File: src/rtl/can_fault_tracker.sv
module can_fault_tracker #(
  parameter int TX_STEP   = 8,
  parameter int RX_STEP   = 1,
  parameter int WARN_LIM  = 96,
  parameter int PASS_LIM  = 128,
  parameter int IDLE_RUN  = 11,
  parameter int IDLE_GOAL = 128
) (
  input  logic        clk,
  input  logic        rst_n,
  input  logic        tx_inc_i,
  input  logic        tx_dec_i,
  input  logic        rx_inc_i,
  input  logic        rx_dec_i,
  input  logic        bus_err_i,
  input  logic [1:0]  err_type_i,
  input  logic        err_rx_i,
  input  logic [4:0]  err_seg_i,
  input  logic        bit_stb_i,
  input  logic        bit_rec_i,
  input  logic        restart_i,
  output logic [31:0] status_o,
  output logic        state_chg_o,
  output logic        berr_valid_o,
  output logic [7:0]  berr_code_o,
  output logic        flush_o
);
  localparam int CNT_W  = 8;
  localparam int CNT_MX = (1 << CNT_W) - 1;
  localparam int RUN_W  = $clog2(IDLE_RUN);
  localparam int GOAL_W = $clog2(IDLE_GOAL);
  localparam logic [RUN_W-1:0]  RUN_LAST  = RUN_W'(IDLE_RUN - 1);
  localparam logic [GOAL_W-1:0] GOAL_LAST = GOAL_W'(IDLE_GOAL - 1);

  logic [CNT_W-1:0]  tx_q, rx_q;
  logic              boff_q, rec_q, flush_q, bv_q;
  logic [RUN_W-1:0]  run_q;
  logic [GOAL_W-1:0] idl_q;
  logic [2:0]        flags, flags_q;
  logic [7:0]        code_q;
  logic [CNT_W:0]    tx_sum, rx_sum;

  assign tx_sum = {1'b0, tx_q} + (CNT_W+1)'(TX_STEP);
  assign rx_sum = {1'b0, rx_q} + (CNT_W+1)'(RX_STEP);

  assign flags[0] = (tx_q >= CNT_W'(WARN_LIM)) || (rx_q >= CNT_W'(WARN_LIM));
  assign flags[1] = (tx_q >= CNT_W'(PASS_LIM)) || (rx_q >= CNT_W'(PASS_LIM));
  assign flags[2] = boff_q;

  assign status_o     = {12'd0, flags, 1'b0, tx_q, rx_q};
  assign state_chg_o  = flags != flags_q;
  assign flush_o      = flush_q;
  assign berr_valid_o = bv_q;
  assign berr_code_o  = code_q;

  always_ff @(posedge clk) begin
    if (!rst_n) begin
      tx_q    <= '0;
      rx_q    <= '0;
      boff_q  <= 1'b0;
      rec_q   <= 1'b0;
      run_q   <= '0;
      idl_q   <= '0;
      flags_q <= '0;
      flush_q <= 1'b0;
      bv_q    <= 1'b0;
      code_q  <= '0;
    end else begin
      flags_q <= flags;
      flush_q <= 1'b0;
      bv_q    <= bus_err_i;
      if (bus_err_i) code_q <= {err_type_i, err_rx_i, err_seg_i};
      if (boff_q) begin
        if (!rec_q) begin
          if (restart_i) begin
            rec_q <= 1'b1;
            run_q <= '0;
            idl_q <= '0;
          end
        end else if (bit_stb_i) begin
          if (!bit_rec_i) run_q <= '0;
          else if (run_q == RUN_LAST) begin
            run_q <= '0;
            if (idl_q == GOAL_LAST) begin
              boff_q  <= 1'b0;
              rec_q   <= 1'b0;
              tx_q    <= '0;
              rx_q    <= '0;
              flush_q <= 1'b1;
            end else idl_q <= idl_q + 1'b1;
          end else run_q <= run_q + 1'b1;
        end
      end else begin
        if (tx_inc_i) begin
          if (tx_sum > (CNT_W+1)'(CNT_MX)) begin
            tx_q   <= CNT_W'(CNT_MX);
            boff_q <= 1'b1;
          end else tx_q <= tx_sum[CNT_W-1:0];
        end else if (tx_dec_i && tx_q != '0) tx_q <= tx_q - 1'b1;
        if (rx_inc_i) begin
          if (rx_sum > (CNT_W+1)'(CNT_MX)) rx_q <= CNT_W'(CNT_MX);
          else rx_q <= rx_sum[CNT_W-1:0];
        end else if (rx_dec_i && rx_q != '0) rx_q <= rx_q - 1'b1;
      end
    end
  end

  AST_BOFF_EVENT: assert property (@(posedge clk) disable iff (!rst_n)
    $rose(status_o[19]) |-> state_chg_o);
  AST_BOFF_FROZEN: assert property (@(posedge clk) disable iff (!rst_n)
    (status_o[19] && $past(status_o[19])) |-> $stable(status_o[15:0]));
  AST_EXIT_CLEAN: assert property (@(posedge clk) disable iff (!rst_n)
    $fell(status_o[19]) |-> (status_o[15:0] == 16'd0 && flush_o));
  AST_EXIT_NEEDS_RESTART: assert property (@(posedge clk) disable iff (!rst_n)
    $fell(boff_q) |-> $past(rec_q));
  AST_BERR_PULSE: assert property (@(posedge clk) disable iff (!rst_n)
    bus_err_i |=> berr_valid_o);
  AST_FLUSH_ONLY_EXIT: assert property (@(posedge clk) disable iff (!rst_n)
    flush_o |-> !status_o[19] && state_chg_o);
endmodule

File: config.mk
export PLATFORM = sky130hd
export DESIGN_NAME = can_fault_tracker
export DESIGN_NICKNAME = d
export VERILOG_FILES = /design/src/rtl/can_fault_tracker.sv
export SDC_FILE = /design/constraint.sdc
export NUM_CORES = 1
export LEC_CHECK = 0
export BUFFER_PORTS_ARGS = -buffer_cell sky130_fd_sc_hd__buf_4
export CORE_ASPECT_RATIO = 1.4
export CORE_MARGIN = 1.5
export CORE_UTILIZATION = 56
export CTS_BUF_LIST = sky130_fd_sc_hd__clkbuf_2
export DETAILED_ROUTE_END_ITERATION = 10
export PLACE_DENSITY_LB_ADDON = 0.15
export SLEW_MARGIN = 0
export SYNTH_ARGS = -nofsm -noshare
export SYNTH_HDL_FRONTEND = slang
export SYNTH_SLANG_ARGS = --single-unit
File: constraint.sdc
create_clock -name clk -period 2.2 [get_ports clk]
set_clock_uncertainty 0.2 [all_clocks]
set_input_delay 0.11 -clock clk [delete_from_list [all_inputs] [get_ports clk]]
set_output_delay 0.11 -clock clk [all_outputs]
set_load 0.01 [all_outputs]
* Yosys cells after proc, flatten, opt, wreduce, memory -nomap -nowiden
Cells that the tools add are included.
Cells by class: add/subtract/negate cells 6, $lt $le $gt $ge 6, eq/ne operators 12, muxes and demuxes 35, reduce and logical (&&, ||, !) cells 14
Operator list (count):
- two-way mux 8 bit | 13
- two-way mux 7 bit | 6
- AND reduction 6 bit | 4
- two-way mux 4 bit | 5
- greater-than comparator 9 x 8 -> 1 bit (second input constant) | 2
- >= comparator 8 x 7 -> 1 bit (second input constant) | 2
- >= comparator 8 bit (second input constant) | 2
- nonzero test 8 bit | 2
- subtractor 8 x 1 -> 8 bit (second input constant) | 2
- two-way mux 1 bit | 11
- inequality test 2 bit (second input constant) | 5
- adder 8 x 1 -> 9 bit (second input constant) | 1
- adder 8 x 4 -> 9 bit (second input constant) | 1
- inequality test 2 x 1 -> 1 bit (second input constant) | 4
- adder 7 x 1 -> 7 bit (second input constant) | 1
- equality test 7 bit (second input constant) | 1
- nonzero test 3 bit | 2
- adder 4 x 1 -> 4 bit (second input constant) | 1
- equality test 4 bit (second input constant) | 1
- inequality test 3 bit | 1
- AND reduction 3 bit | 1
- logical AND 1 bit | 2
- logical OR 1 bit | 2
- nonzero test 2 bit | 1
Word-level totals: flip-flop bits (word level) 42, input bits 18, output and inout port bits 43, word-level logic and storage cells 83

* Depth between registers and ports, before layout
Gate-level depths: netlist (run 1).
depth after elaboration 7, mapped depth 8, gate-level depth less buffers 7

* Worst setup path after synthesis (run 1)
No wires, ideal clock.
path type reg-to-reg, start register rx_q[0], end register rx_q[3], library setup time 0.061 ns, data arrival time 1.836 ns, required time 1.939 ns, setup slack 0.103 ns, stages on the path, launching flop included 8, buffers on the path 0, clock period less this slack 2.097 ns, cell sequence dfxtp_1 > inv_1 > ha_1 > nor3b_1 > a311oi_2 > nand2_1 > a31oi_1 > a32o_1
Between the ends: cells in the longest elaborated chain, start to end 5, elaborated cells between the ends (all ways) 11, those cells by class 2 x add/sub; 1 x order compare; 4 x mux; 4 x reduce/logical
RTL lines:
- from (decl) | RTL line 35 | logic [CNT_W-1:0] tx_q, rx_q;
- from (signal assigned) | RTL line 101 | if (rx_sum > (CNT_W+1)'(CNT_MX)) rx_q <= CNT_W'(CNT_MX);
- from (signal assigned) | RTL line 102 | else rx_q <= rx_sum[CNT_W-1:0];
- from (signal assigned) | RTL line 103 | end else if (rx_dec_i && rx_q != '0) rx_q <= rx_q - 1'b1;
- adder 8 x 1 -> 9 bit | RTL line 44 | assign rx_sum = {1'b0, rx_q} + (CNT_W+1)'(RX_STEP);
- greater-than comparator 9 x 8 -> 1 bit | RTL line 101
- two-way mux 8 bit | RTL line 101
- two-way mux 8 bit | RTL line 100 | if (rx_inc_i) begin
- two-way mux 8 bit | RTL line 73 | if (boff_q) begin
Parallel ways exist; a longest one is shown, timed or not. The select of a mux whose other input is x is not followed. A chain may end at the register's enable or synchronous reset.

* Worst setup path after layout (run 1)
start register idl_q[0], end register idl_q[4]
Between the ends: cells in the longest elaborated chain, start to end 6, elaborated cells between the ends (all ways) 9, those cells by class 1 x add/sub; 2 x eq/ne; 5 x mux; 1 x reduce/logical
RTL lines:
- from (decl) | RTL line 38 | logic [GOAL_W-1:0] idl_q;
- from (signal assigned) | RTL line 90 | end else idl_q <= idl_q + 1'b1;
- adder 7 x 1 -> 7 bit | RTL line 90
- two-way mux 7 bit | RTL line 84 | if (idl_q == GOAL_LAST) begin
- two-way mux 7 bit | RTL line 82 | else if (run_q == RUN_LAST) begin
- two-way mux 7 bit | RTL line 81 | if (!bit_rec_i) run_q <= '0;
- two-way mux 7 bit | RTL line 80 | end else if (bit_stb_i) begin
- two-way mux 7 bit | RTL line 74 | if (!rec_q) begin
Parallel ways exist; a longest one is shown, timed or not. The select of a mux whose other input is x is not followed.

==> results of run 1 <==
-- worst min path at each step --
stage,start,end,slack (ns),depth (start not counted)
after floorplan,err_seg_i[0],berr_code_o[0]$_SDFFE_PN0P_,0.06,2
after global placement,err_seg_i[3],berr_code_o[3]$_SDFFE_PN0P_,0.14,3
after detailed placement,err_seg_i[3],berr_code_o[3]$_SDFFE_PN0P_,0.16,3
after CTS,rx_dec_i,rx_q[7]$_SDFFE_PN0P_,0.08,5
after global routing,rx_dec_i,rx_q[7]$_SDFFE_PN0P_,0.10,5
final,rx_dec_i,rx_q[7]$_SDFFE_PN0P_,0.08,5
-- Yosys cell counts, types with 3 or more instances --
library cell | instances | area share
and3_1 | 5 | 0.012
inv_1 | 20 | 0.028
mux2i_1 | 11 | 0.041
nand2_1 | 21 | 0.029
nor2_1 | 32 | 0.045
a21oi_1 | 18 | 0.034
a21o_1 | 4 | 0.011
a211o_1 | 3 | 0.0098
ha_1 | 12 | 0.056
o211ai_1 | 3 | 0.0084
buf_4 | 15 | 0.042
xnor2_1 | 8 | 0.026
nor3_1 | 5 | 0.0094
clkbuf_1 | 5 | 0.0070
o21ai_0 | 12 | 0.022
and2_1 | 4 | 0.0094
nand3_1 | 21 | 0.039
dfxtp_1 | 42 | 0.31
xor2_1 | 4 | 0.013
a31oi_1 | 4 | 0.0094
or3_1 | 6 | 0.014
nand4_1 | 7 | 0.016
buf_2 | 7 | 0.013
-- per-layer routing --
metal	part of all wire	up-vias	global-route usage	wire (µm)
met5	0	-	0	0
met4	0.022	0	0.1006	150
met3	0.040	14	0.04777	273
met2	0.54	66	0.4816	3669
met1	0.40	1248	0.3231	2685
li1	-	1270	-	-
-- registers in the layout, summed over array words and instances, names as in the netlist, 3 cells and up --
| name | flops |
|---|---|
| run_q | 4 |
| rx_q | 8 |
| idl_q | 7 |
| tx_q | 8 |
| berr_code_o | 8 |
| flags_q | 3 |
-- layout make-up --
class,count,area [µm²],area share
clock buffer,5,25.02,0.007410
clock inverter,3,45.04,0.01334
inverter,20,75.07,0.02223
sequential,42,847.1,0.2508
multi-input combinational,243,1624,0.4809
timing repair buffer,83,683.2,0.2023
tap,62,77.57,0.02297
-- logic make-up (layout without fill, tap and decap cells) --
group                      count (synthesis)  count (layout)  synth area share
AOI/OAI and AO/OA                         76              76            0.2058
xor gates and xnor gates                  12              12           0.03929
adders and majority gates                 12              12           0.05613
buffers and inverters                     51             111           0.09916
DFF                                       42              42            0.3143
muxes                                     11              11           0.04116
other                                      1              13          0.001402
and+or+nand+nor                          119             119            0.2428
-- cell usage in the layout (no fill, tap or decap), types with 3 or more instances in the layout --
| cell type | instances |
|---|---|
| o211ai_1 | 3 |
| xnor2_1 | 8 |
| buf_4 | 59 |
| nor3_1 | 5 |
| a211o_1 | 3 |
| nor2_1 | 31 |
| a31oi_1 | 4 |
| a21oi_1 | 18 |
| mux2i_1 | 11 |
| dlygate4sd3_1 | 24 |
| inv_1 | 20 |
| nand4_1 | 7 |
| o21ai_0 | 12 |
| xor2_1 | 4 |
| dfxtp_1 | 39 |
| ha_1 | 12 |
| clkbuf_2 | 5 |
| and3_1 | 5 |
| a21o_1 | 4 |
| and2_1 | 4 |
| conb_1 | 13 |
| nand2_1 | 21 |
| or3_1 | 6 |
| nand3_1 | 21 |
-- report_power, final --
group	switching, mW	internal, mW
Sequential	0.160	0.862
Clock	0.270	0.191
Combinational	0.572	0.556
Total	1.00	1.61
-- tightest hold or removal path: cells and delay by family --
kind / cells / cell delay [ns]
buf+inv: 1 / 0.11
compound gates: 2 / 0.18
simple gates: 2 / 0.27
-- repair_timing --
action,4_1_cts,5_1_grt
endpoints found under the setup margin,2,4
resized for setup,2,4
pin swaps,0,2
hold buffers,24,0
buffers inserted,0,1
endpoints found under the hold margin,34,0
==> out/results.tsv, run 1 <==
stage	metric	value	unit
setup_path	CP startpoint	idl_q[0]$_SDFFE_PN0P_	
synth	EDFF count, synth	0	
synth	Synth Flop Type	dfxtp_1	
setup_path	r2r startpoint	idl_q[0]$_SDFFE_PN0P_	
synth	Cells after Synth	324	
routing	WL final	6.778	mm
die	Core Region	4572	µm²
place	placed instance area	3043	µm²
die	# rows	29	
clocking	TritonCTS clock tree	done	
setup_path	critical path's slowest cell	or4_1	
power_and_ir_drop	Lkg Pwr	1.478	nW
place	post-detail-place hpwl	4.691	mm
die	Top Ports	61	
global_routing	vias in the first global route	2564	
routing	vias per inst	5.672	
finish	final layout net count	425	
routing	# DRC	0	
timing	Final Hold Fails	0	
global_routing	initial antenna violation count	0	
global_routing	Overall Global Routing Usage	0.2754	
place	dpl ws	0.001674	ns
setup_path	Req. time, crit path	2.39	ns
synth	Avg Synthesized Cell Area	8.256	µm²
power_and_ir_drop	VDD IR-drop max	542.6	µV
routing	routed wire length per instance	14.80	µm
setup_path	critical path arrival	2.26	ns
setup_path	slowest stage delay, CP	0.48	ns
timing	max_slew headroom	0.6678	
clocking	Root Buffer	clkbuf_2	
finish	final std cells w/o fill	458	
power_and_ir_drop	Pwr Total	2.610	mW
global_routing	first-pass GRT wire length	11.23	mm
die	die width	61.41	µm
timing	f_max	0.4817	GHz
finish	share of layout cells above drive strength 1	0.2172	
timing	Least-Margin Pin Slew	0.4919	ns
place	DP Cell Count	425	
timing	crit share post-route	0.9436	
finish	area grow syn2layout	26.24	%
global_routing	largest net degree at the start of global routing	17	
clocking	Clock Tree Buf Depth	2	
finish	filler instances	397	
finish	final core utilization	0.7386	
clocking	Inserted Clock Buffers	5	
synth	Async S/R FF share, synth	0	
power_and_ir_drop	Pwr Density	773.0	nW/µm²
die	initial core utilization	0.5851	
synth	Synthesis Warnings	0	
setup_path	crit path kind	register to register	
timing	TNS Setup	0	ns
die	DIE AREA	5206	µm²
setup_path	maximum fanout along the worst path	6	
run_status	status	completed	
setup_path	CP endpoint kind	register	
synth	area of the mapped netlist	2675	µm²
finish	final instance area	3377	µm²
clocking	Skew-Pair Late Insertion Delay	0.42	ns
setup_path	CP Launch Type	register	
setup_path	R2R depth	6	
routing	overall via count from detail_route	2598	
timing	PnR worst setup slack	0.1241	ns
synth	#FFs+latches synth	42	
clocking	CTS sink cnt	42	
routing	First-pass DRT Iterations	4	
timing	final setup vio count	0	
setup_path	worst reg2reg setup slack	0.12	ns
setup_path	cells along the critical path	ha_1 -> and4_4 -> a211oi_4 -> o21ai_2 -> or4_1 -> nand2_1	
hold_path	Worst Hold Class	input pin to register	
global_routing	total grt overflow	0	
synth	Netlist cell types	68	
setup_path	CP delay by family, top	simple AND/OR/NAND/NOR gates	
setup_path	Buf/Inv on CP	0	
setup_path	r2r endpoint	idl_q[4]$_SDFFE_PN0P_	
timing	Slew Limit Fails	0	
run	maximum capacitance violations	0	
timing	Hold Slack	0.08152	ns
timing	RSZ-0062 raised after global routing	no	
routing	First DRT Iteration DRCs	98	
clocking	H-tree Lvls	2	
place	Final Wtd Congestion	0.9261	
finish	diode count	0	
setup_path	Worst Setup EP	idl_q[4]$_SDFFE_PN0P_	
routing	DRT antenna net count	0	
setup_path	WP depth	6	
place	port bufs	47	
synth	register area share after synthesis	0.3143	
timing	Final min period	2.076	ns
clocking	CTS clk-pin slew, worst paths	0.25	ns
die	Die Y	84.78	µm
Power figures use the tool's default switching activity.
==> run 2, diff against run 1 <==
Settings changed: ABC_AREA set to 1.
==> out/results.tsv, run 2 <==
stage	metric	value	unit	change
synth	Async S/R FF share, synth	0		unchanged
clocking	Root Buffer	clkbuf_2		unchanged
synth	area of the mapped netlist	2658	µm²	was 2675 µm²
synth	register area share after synthesis	0.3164		was 0.3143
power_and_ir_drop	VDD IR-drop max	426.6	µV	was 542.6 µV
synth	Synth Flop Type	dfxtp_1		unchanged
clocking	TritonCTS clock tree	done		unchanged
clocking	CTS clk-pin slew, worst paths	0.20	ns	was 0.25 ns
synth	commonest cells in the netlist	nand2_1 (71), nor2_1 (43), dfxtp_1 (42), inv_1 (35), nand3_1 (33)		was dfxtp_1 (42), nor2_1 (32), nand2_1 (21), nand3_1 (21), inv_1 (20)
clocking	CTS sink cnt	42		unchanged
timing	TNS Setup	-0.03758	ns	was 0 ns
place	DP Cell Count	484		was 425
synth	Synthesis Warnings	0		unchanged
timing	crit share post-route	1.017		was 0.9436
clocking	H-tree Lvls	2		unchanged
finish	final layout net count	495		was 425
setup_path	r2r startpoint	idl_q[0]$_SDFFE_PN0P_		unchanged
setup_path	critical path arrival	2.36	ns	was 2.26 ns
setup_path	CP delay by family, top	buffers and inverters		was simple AND/OR/NAND/NOR gates
timing	Final Hold Fails	0		unchanged
place	placed instance area	2995	µm²	was 3043 µm²
setup_path	worst reg2reg setup slack	0.17	ns	was 0.12 ns
setup_path	Req. time, crit path	2.32	ns	was 2.39 ns
hold_path	Hold Path End	idl_q[6]$_SDFFE_PN0P_		was rx_q[7]$_SDFFE_PN0P_
setup_path	cells along the critical path	dlygate4sd3_1 -> buf_6 -> clkinvlp_4 -> nor2_2 -> dlygate4sd3_1 -> nor2_1 -> dlygate4sd3_1		was ha_1 -> and4_4 -> a211oi_4 -> o21ai_2 -> or4_1 -> nand2_1
finish	final instance area	3438	µm²	was 3377 µm²
finish	share of layout cells above drive strength 1	0.2017		was 0.2172
setup_path	r2r endpoint	flush_o$_SDFF_PN0_		was idl_q[4]$_SDFFE_PN0P_
run_status	failing checks	negative setup slack		
synth	synth top area cells	dfxtp_1 (32%), nand2_1 (10%), nand3_1 (6.2%)		was dfxtp_1 (31%), ha_1 (5.6%), nor2_1 (4.5%)
die	# rows	29		unchanged
timing	final setup vio count	1		was 0
global_routing	initial antenna violation count	0		unchanged
die	Top Ports	61		unchanged
global_routing	Overall Global Routing Usage	0.2803		was 0.2754
die	Die Y	84.51	µm	was 84.78 µm
place	Final Wtd Congestion	0.9978		was 0.9261
timing	Final min period	2.238	ns	was 2.076 ns
power_and_ir_drop	Lkg Pwr	1.632	nW	was 1.478 nW
run_status	status	finished, violations left		was completed
synth	Netlist cell types	37		was 68
die	die width	61.22	µm	was 61.41 µm
routing	WL final	6.812	mm	was 6.778 mm
setup_path	critical path's slowest cell	dlygate4sd3_1		was or4_1
global_routing	first-pass GRT wire length	11.21	mm	was 11.23 mm
timing	RSZ-0062 raised after global routing	yes		was no
synth	top cell type's share of synthesized area	0.3164		was 0.3143
global_routing	largest net degree at the start of global routing	17		unchanged
synth	Cells after Synth	383		was 324
die	Core Region	4536	µm²	was 4572 µm²
hold_path	Worst Hold Launch	idl_q[6]$_SDFFE_PN0P_		was rx_dec_i
timing	max_slew headroom	0.6466		was 0.6678
finish	leading cell type in the layout, fill and taps excluded	nand2_1		was buf_4
synth	leading area contributor after synthesis	dfxtp_1		unchanged
timing	PnR worst setup slack	-0.03758	ns	was 0.1241 ns
place	port bufs	47		unchanged
synth	EDFF count, synth	0		unchanged
finish	most frequent cells in the layout	nand2_1 (71), buf_4 (51), dfxtp_1 (42)		was buf_4 (59), dfxtp_1 (39), nor2_1 (31)
setup_path	cell mode on critical path	dlygate4sd3_1		
timing	Least-Margin Pin Slew	0.5295	ns	was 0.4919 ns
global_routing	vias in the first global route	2475		was 2,564
place	dpl ws	0.2542	ns	was 0.001674 ns
setup_path	crit path kind	input pin to register		was register to register
synth	most frequent cell after synthesis	nand2_1		was dfxtp_1
setup_path	R2R depth	6		unchanged
routing	DRT antenna net count	0		unchanged
setup_path	CP Launch Type	input pin		was register
setup_path	CP endpoint kind	register		unchanged
setup_path	Buf/Inv on CP	5		was 0
routing	routed wire length per instance	12.90	µm	was 14.80 µm
routing	overall via count from detail_route	2738		was 2,598
routing	First DRT Iteration DRCs	178		was 98
routing	vias per inst	5.186		was 5.672
global_routing	total grt overflow	0		unchanged
finish	diode count	0		unchanged
routing	First-pass DRT Iterations	4		unchanged
finish	filler instances	366		was 397
clocking	Skew-Pair Late Insertion Delay	0.40	ns	was 0.42 ns
synth	#FFs+latches synth	42		unchanged
setup_path	slowest stage delay, CP	0.59	ns	was 0.48 ns
setup_path	maximum fanout along the worst path	8		was 6
finish	area grow syn2layout	29.38	%	was 26.24%
hold_path	Worst Hold Depth	2		was 5
finish	final std cells w/o fill	528		was 458
clocking	Inserted Clock Buffers	5		unchanged
run	maximum capacitance violations	0		unchanged
timing	Slew Limit Fails	0		unchanged
hold_path	Worst Hold Class	register to register		was input pin to register
place	post-detail-place hpwl	4.385	mm	was 4.691 mm
routing	# DRC	0		unchanged
die	DIE AREA	5174	µm²	was 5206 µm²
power_and_ir_drop	Pwr Density	573.1	nW/µm²	was 773.0 nW/µm²
power_and_ir_drop	Pwr Total	1.970	mW	was 2.610 mW
timing	f_max	0.4469	GHz	was 0.4817 GHz
clocking	Clock Tree Buf Depth	2		unchanged
synth	Avg Synthesized Cell Area	6.939	µm²	was 8.256 µm²
die	initial core utilization	0.5859		was 0.5851
==> run 2: changes by cell type in the layout (fill, tap and decap cells not counted), sizes merged, moves of 5 or more <==
cell	change
xor2	+8
nor2	+17
and3	-5
or3	-6
inv	+22
o21ai	+10
dlygate4sd3	+8
xnor2	-7
mux2i	-11
buf	-7
nand3	+13
nand2	+58
a21oi	+15
==> run 2: power by group <==
| group | internal (mW) | switching, mW | leakage [nW] |
|---|---|---|---|
| sequential | 0.814 | 0.0777 | 0.344 |
| clock | 0.202 | 0.247 | 0.0432 |
| combinational | 0.287 | 0.342 | 1.24 |
==> run 2: layout make-up <==
class                           instances  area, µm²  share of cell area
Clock buffer                            7      35.03             0.01019
Tap cell                               62      77.57             0.02256
Inverter                               46      182.7             0.05313
Timing Repair Buffer                   86      739.5              0.2151
Sequential cell                        42      840.8              0.2445
Clock inverter                          1      30.03            0.008734
Multi-Input combinational cell        284       1533              0.4458
==> run 2: layer usage <==
layer | share of wire | GRT usage
met2 | 0.52 | 0.4903
met1 | 0.41 | 0.3321
met3 | 0.054 | 0.05547
met5 | 0 | 0
met4 | 0.019 | 0.08300
==> run 2: worst max path at each step <==
stage,to,start,depth (start not counted)
after floorplan,tx_q[1]$_SDFFE_PN0P_,tx_q[3]$_SDFFE_PN0P_,10
after detailed placement,tx_q[4]$_SDFFE_PN0P_,tx_q[4]$_SDFFE_PN0P_,9
after CTS,state_chg_o,rx_q[7]$_SDFFE_PN0P_,5
final,berr_code_o[7]$_SDFFE_PN0P_,bus_err_i,7
after global placement,tx_q[4]$_SDFFE_PN0P_,tx_q[4]$_SDFFE_PN0P_,9
after global routing,berr_code_o[7]$_SDFFE_PN0P_,bus_err_i,7
==> run 2: cells by family (layout without fill, tap and decap cells) <==
family	count (synthesis)	count (layout)	share of synthesized area
AO/OA/AOI/OAI	70	70	0.1493
XOR/XNOR	13	13	0.04284
adder cells (fa/ha/maj)	12	12	0.05650
buffers and inverters	69	140	0.1276
flip-flops	42	42	0.3164
other	1	13	0.001411
AND/OR/NAND/NOR	176	176	0.3060
==> run 2: worst min-delay path: cells and delay by family, from the launching register on <==
kind            cells  cell delay (ns)
compound gates      1             0.05
flops               1             0.37
simple gates        1             0.07
==> run 2: per-stage QoR <==
stage	utilization	hold slack, ns
global route	0.7581	0.3397
floorplan	-	0.02661
finish	0.7581	0.3054
global placement	0.6604	0.1325
CTS	0.7520	0.3057
detailed placement	0.6604	0.1381
==> run 2: timing repair <==
item                                    4_1_cts  5_1_grt
gates resized for setup                       0        8
hold buffers                                 35        0
endpoints found under the setup margin        0        7
setup buffers                                 0        2
endpoints found under the hold margin        35        0
==> run 3, diff against run 2 <==
Settings changed: PLACE_DENSITY_LB_ADDON 0.15 to 0.2.
==> out/results.tsv, run 3 (synthesis gave the netlist of run 2 again) <==
stage	metric	value	unit	change
run_status	status	completed		was finished, violations left
setup_path	r2r endpoint	flush_o$_SDFF_PN0_		unchanged
global_routing	largest net degree at the start of global routing	17		unchanged
clocking	H-tree Lvls	2		unchanged
die	Die Y	84.51	µm	unchanged
hold_path	Worst Hold Depth	2		unchanged
finish	diode count	0		unchanged
setup_path	R2R depth	6		unchanged
global_routing	Overall Global Routing Usage	0.2814		was 0.2803
setup_path	crit path kind	input pin to register		unchanged
clocking	Clock Tree Buf Depth	2		unchanged
power_and_ir_drop	Internal Power	1.183	mW	was 1.303 mW
routing	WL final	6.884	mm	was 6.812 mm
finish	final layout net count	497		was 495
place	post-detail-place hpwl	4.522	mm	was 4.385 mm
global_routing	total grt overflow	0		unchanged
setup_path	r2r startpoint	idl_q[0]$_SDFFE_PN0P_		unchanged
clocking	Inserted Clock Buffers	5		unchanged
power_and_ir_drop	VDD IR-drop max	376.5	µV	was 426.6 µV
finish	most frequent cells in the layout	nand2_1 (71), buf_4 (53), dfxtp_1 (42)		was nand2_1 (71), buf_4 (51), dfxtp_1 (42)
setup_path	slowest stage delay, CP	0.57	ns	was 0.59 ns
timing	Slew Limit Fails	0		unchanged
die	initial core utilization	0.5859		unchanged
place	dpl ws	0.3907	ns	was 0.2542 ns
place	Final Wtd Congestion	0.9314		was 0.9978
finish	area grow syn2layout	28.58	%	was 29.38%
die	Core Region	4536	µm²	unchanged
setup_path	critical path's slowest cell	dlygate4sd3_1		unchanged
setup_path	CP endpoint kind	register		unchanged
power_and_ir_drop	clock share of power	0.177		was 0.228
hold_path	Worst Hold Class	register to register		unchanged
finish	final std cells w/o fill	530		was 528
clocking	Skew-Pair Late Insertion Delay	0.42	ns	was 0.40 ns
routing	overall via count from detail_route	2785		was 2,738
run	maximum capacitance violations	0		unchanged
routing	routed wire length per instance	12.99	µm	was 12.90 µm
timing	PnR worst setup slack	0.03319	ns	was -0.03758 ns
power_and_ir_drop	Sequential Power Share	0.477		was 0.452
setup_path	critical path arrival	2.31	ns	was 2.36 ns
routing	First DRT Iteration DRCs	184		was 178
setup_path	Req. time, crit path	2.34	ns	was 2.32 ns
place	DP Cell Count	486		was 484
clocking	CTS sink cnt	42		unchanged
place	placed instance area	3010	µm²	was 2995 µm²
global_routing	first-pass GRT wire length	11.34	mm	was 11.21 mm
routing	vias per inst	5.255		was 5.186
finish	final instance area	3417	µm²	was 3438 µm²
setup_path	cells along the critical path	dlygate4sd3_1 -> buf_6 -> clkinvlp_4 -> nor2_1 -> dlygate4sd3_1 -> nor2_1 -> dlygate4sd3_1		was dlygate4sd3_1 -> buf_6 -> clkinvlp_4 -> nor2_2 -> dlygate4sd3_1 -> nor2_1 -> dlygate4sd3_1
timing	final setup vio count	0		was 1
routing	First-pass DRT Iterations	4		unchanged
clocking	TritonCTS clock tree	done		unchanged
timing	RSZ-0062 raised after global routing	no		was yes
die	DIE AREA	5174	µm²	unchanged
power_and_ir_drop	switch share	0.3602		was 0.3386
setup_path	maximum fanout along the worst path	8		unchanged
power_and_ir_drop	Lkg Pwr	1.605	nW	was 1.632 nW
clocking	CTS clk-pin slew, worst paths	0.21	ns	was 0.20 ns
setup_path	cell mode on critical path	dlygate4sd3_1		unchanged
global_routing	vias in the first global route	2598		was 2,475
die	# rows	29		unchanged
finish	leading cell type in the layout, fill and taps excluded	nand2_1		unchanged
global_routing	initial antenna violation count	0		unchanged
setup_path	worst reg2reg setup slack	0.21	ns	was 0.17 ns
timing	Final Hold Fails	0		unchanged
finish	share of layout cells above drive strength 1	0.1987		was 0.2017
timing	f_max	0.4615	GHz	was 0.4469 GHz
die	die width	61.22	µm	unchanged
clocking	Root Buffer	clkbuf_2		unchanged
hold_path	Worst Hold Launch	run_q[0]$_SDFFE_PN0P_		was idl_q[6]$_SDFFE_PN0P_
setup_path	CP Launch Type	input pin		unchanged
timing	TNS Setup	0	ns	was -0.03758 ns
place	port bufs	47		unchanged
routing	DRT antenna net count	0		unchanged
hold_path	Hold Path End	run_q[0]$_SDFFE_PN0P_		was idl_q[6]$_SDFFE_PN0P_
power_and_ir_drop	Pwr Density	541.0	nW/µm²	was 573.1 nW/µm²
timing	crit share post-route	0.9849		was 1.017
power_and_ir_drop	Switch Pwr	665.9	µW	was 667.2 µW
die	Top Ports	61		unchanged
power_and_ir_drop	combinational power share	0.346		was 0.319
timing	Final min period	2.167	ns	was 2.238 ns
routing	# DRC	0		unchanged
-- run 3: cell count changes in the layout (fill, tap and decap cells not counted), sizes merged --
cell	before	now
buf	52	54
bufinv	1	0
clkbuf	7	6
clkinv	3	5
dlygate4sd3	32	34
dlymetal6s4s	2	0
-- run 3: layout make-up --
cell class,instances,area (µm²)
clock inverters,2,8.758
inverters,46,182.7
flip-flops and latches,42,840.8
fillers,339,1119
repair buffers,88,749.5
multi-input cells,284,1528
clock buffers,6,30.03
well taps,62,77.57
-- run 3: worst max path at each step --
stage / cells past startpoint / endpoint / slack, ns / startpoint
after CTS: 5 / state_chg_o / 0.14 / rx_q[7]$_SDFFE_PN0P_
after floorplan: 10 / tx_q[1]$_SDFFE_PN0P_ / 0.35 / tx_q[3]$_SDFFE_PN0P_
after detailed placement: 8 / rx_q[1]$_SDFFE_PN0P_ / 0.39 / idl_q[0]$_SDFFE_PN0P_
after global placement: 9 / tx_q[2]$_SDFFE_PN0P_ / 0.40 / tx_q[3]$_SDFFE_PN0P_
after global routing: 5 / state_chg_o / 0.009 / rx_q[7]$_SDFFE_PN0P_
final: 7 / berr_code_o[4]$_SDFFE_PN0P_ / 0.03 / bus_err_i
-- run 3: worst max-delay path: cells and delay by family --
family | cells | cell delay [ns]
buffers and inverters | 5 | 1.98
AND/OR/NAND/NOR | 2 | 0.21
-- run 3: what timing repair did --
item | in CTS | in global routing
buffers inserted | 0 | 2
endpoints found under the hold margin | 39 | 0
hold buffers | 35 | 0
endpoints found under the setup margin | 0 | 6
resized for setup | 0 | 4
-- run 3: metrics by stage --
| step | hold WS, ns | utilization | power [mW] |
|---|---|---|---|
| final | 0.3217 | 0.7534 | 1.849 |
| after CTS | 0.3237 | 0.7495 | 1.843 |
| after global placement | 0.1323 | 0.6637 | 1.463 |
| after floorplan | 0.02661 | - | 1.280 |
| after global routing | 0.3473 | 0.7534 | 1.970 |
| after detailed placement | 0.1383 | 0.6637 | 1.471 |
-- run 3: power groups by stage --
stage / logic [mW] / registers [mW] / clock network, mW
detailed placement: 0.575 / 0.895 / 0
floorplan: 0.377 / 0.903 / 0
finish: 0.639 / 0.882 / 0.328
global route: 0.717 / 0.892 / 0.361
CTS: 0.627 / 0.880 / 0.337
global placement: 0.569 / 0.894 / 0
-- run 3: per-layer routing --
layer	vias up	share of wire	GRT usage
li1	1390	-	-
met1	1281	0.40	0.3200
met2	99	0.52	0.4816
met3	15	0.059	0.07242
met4	0	0.023	0.1107
met5	-	0	0
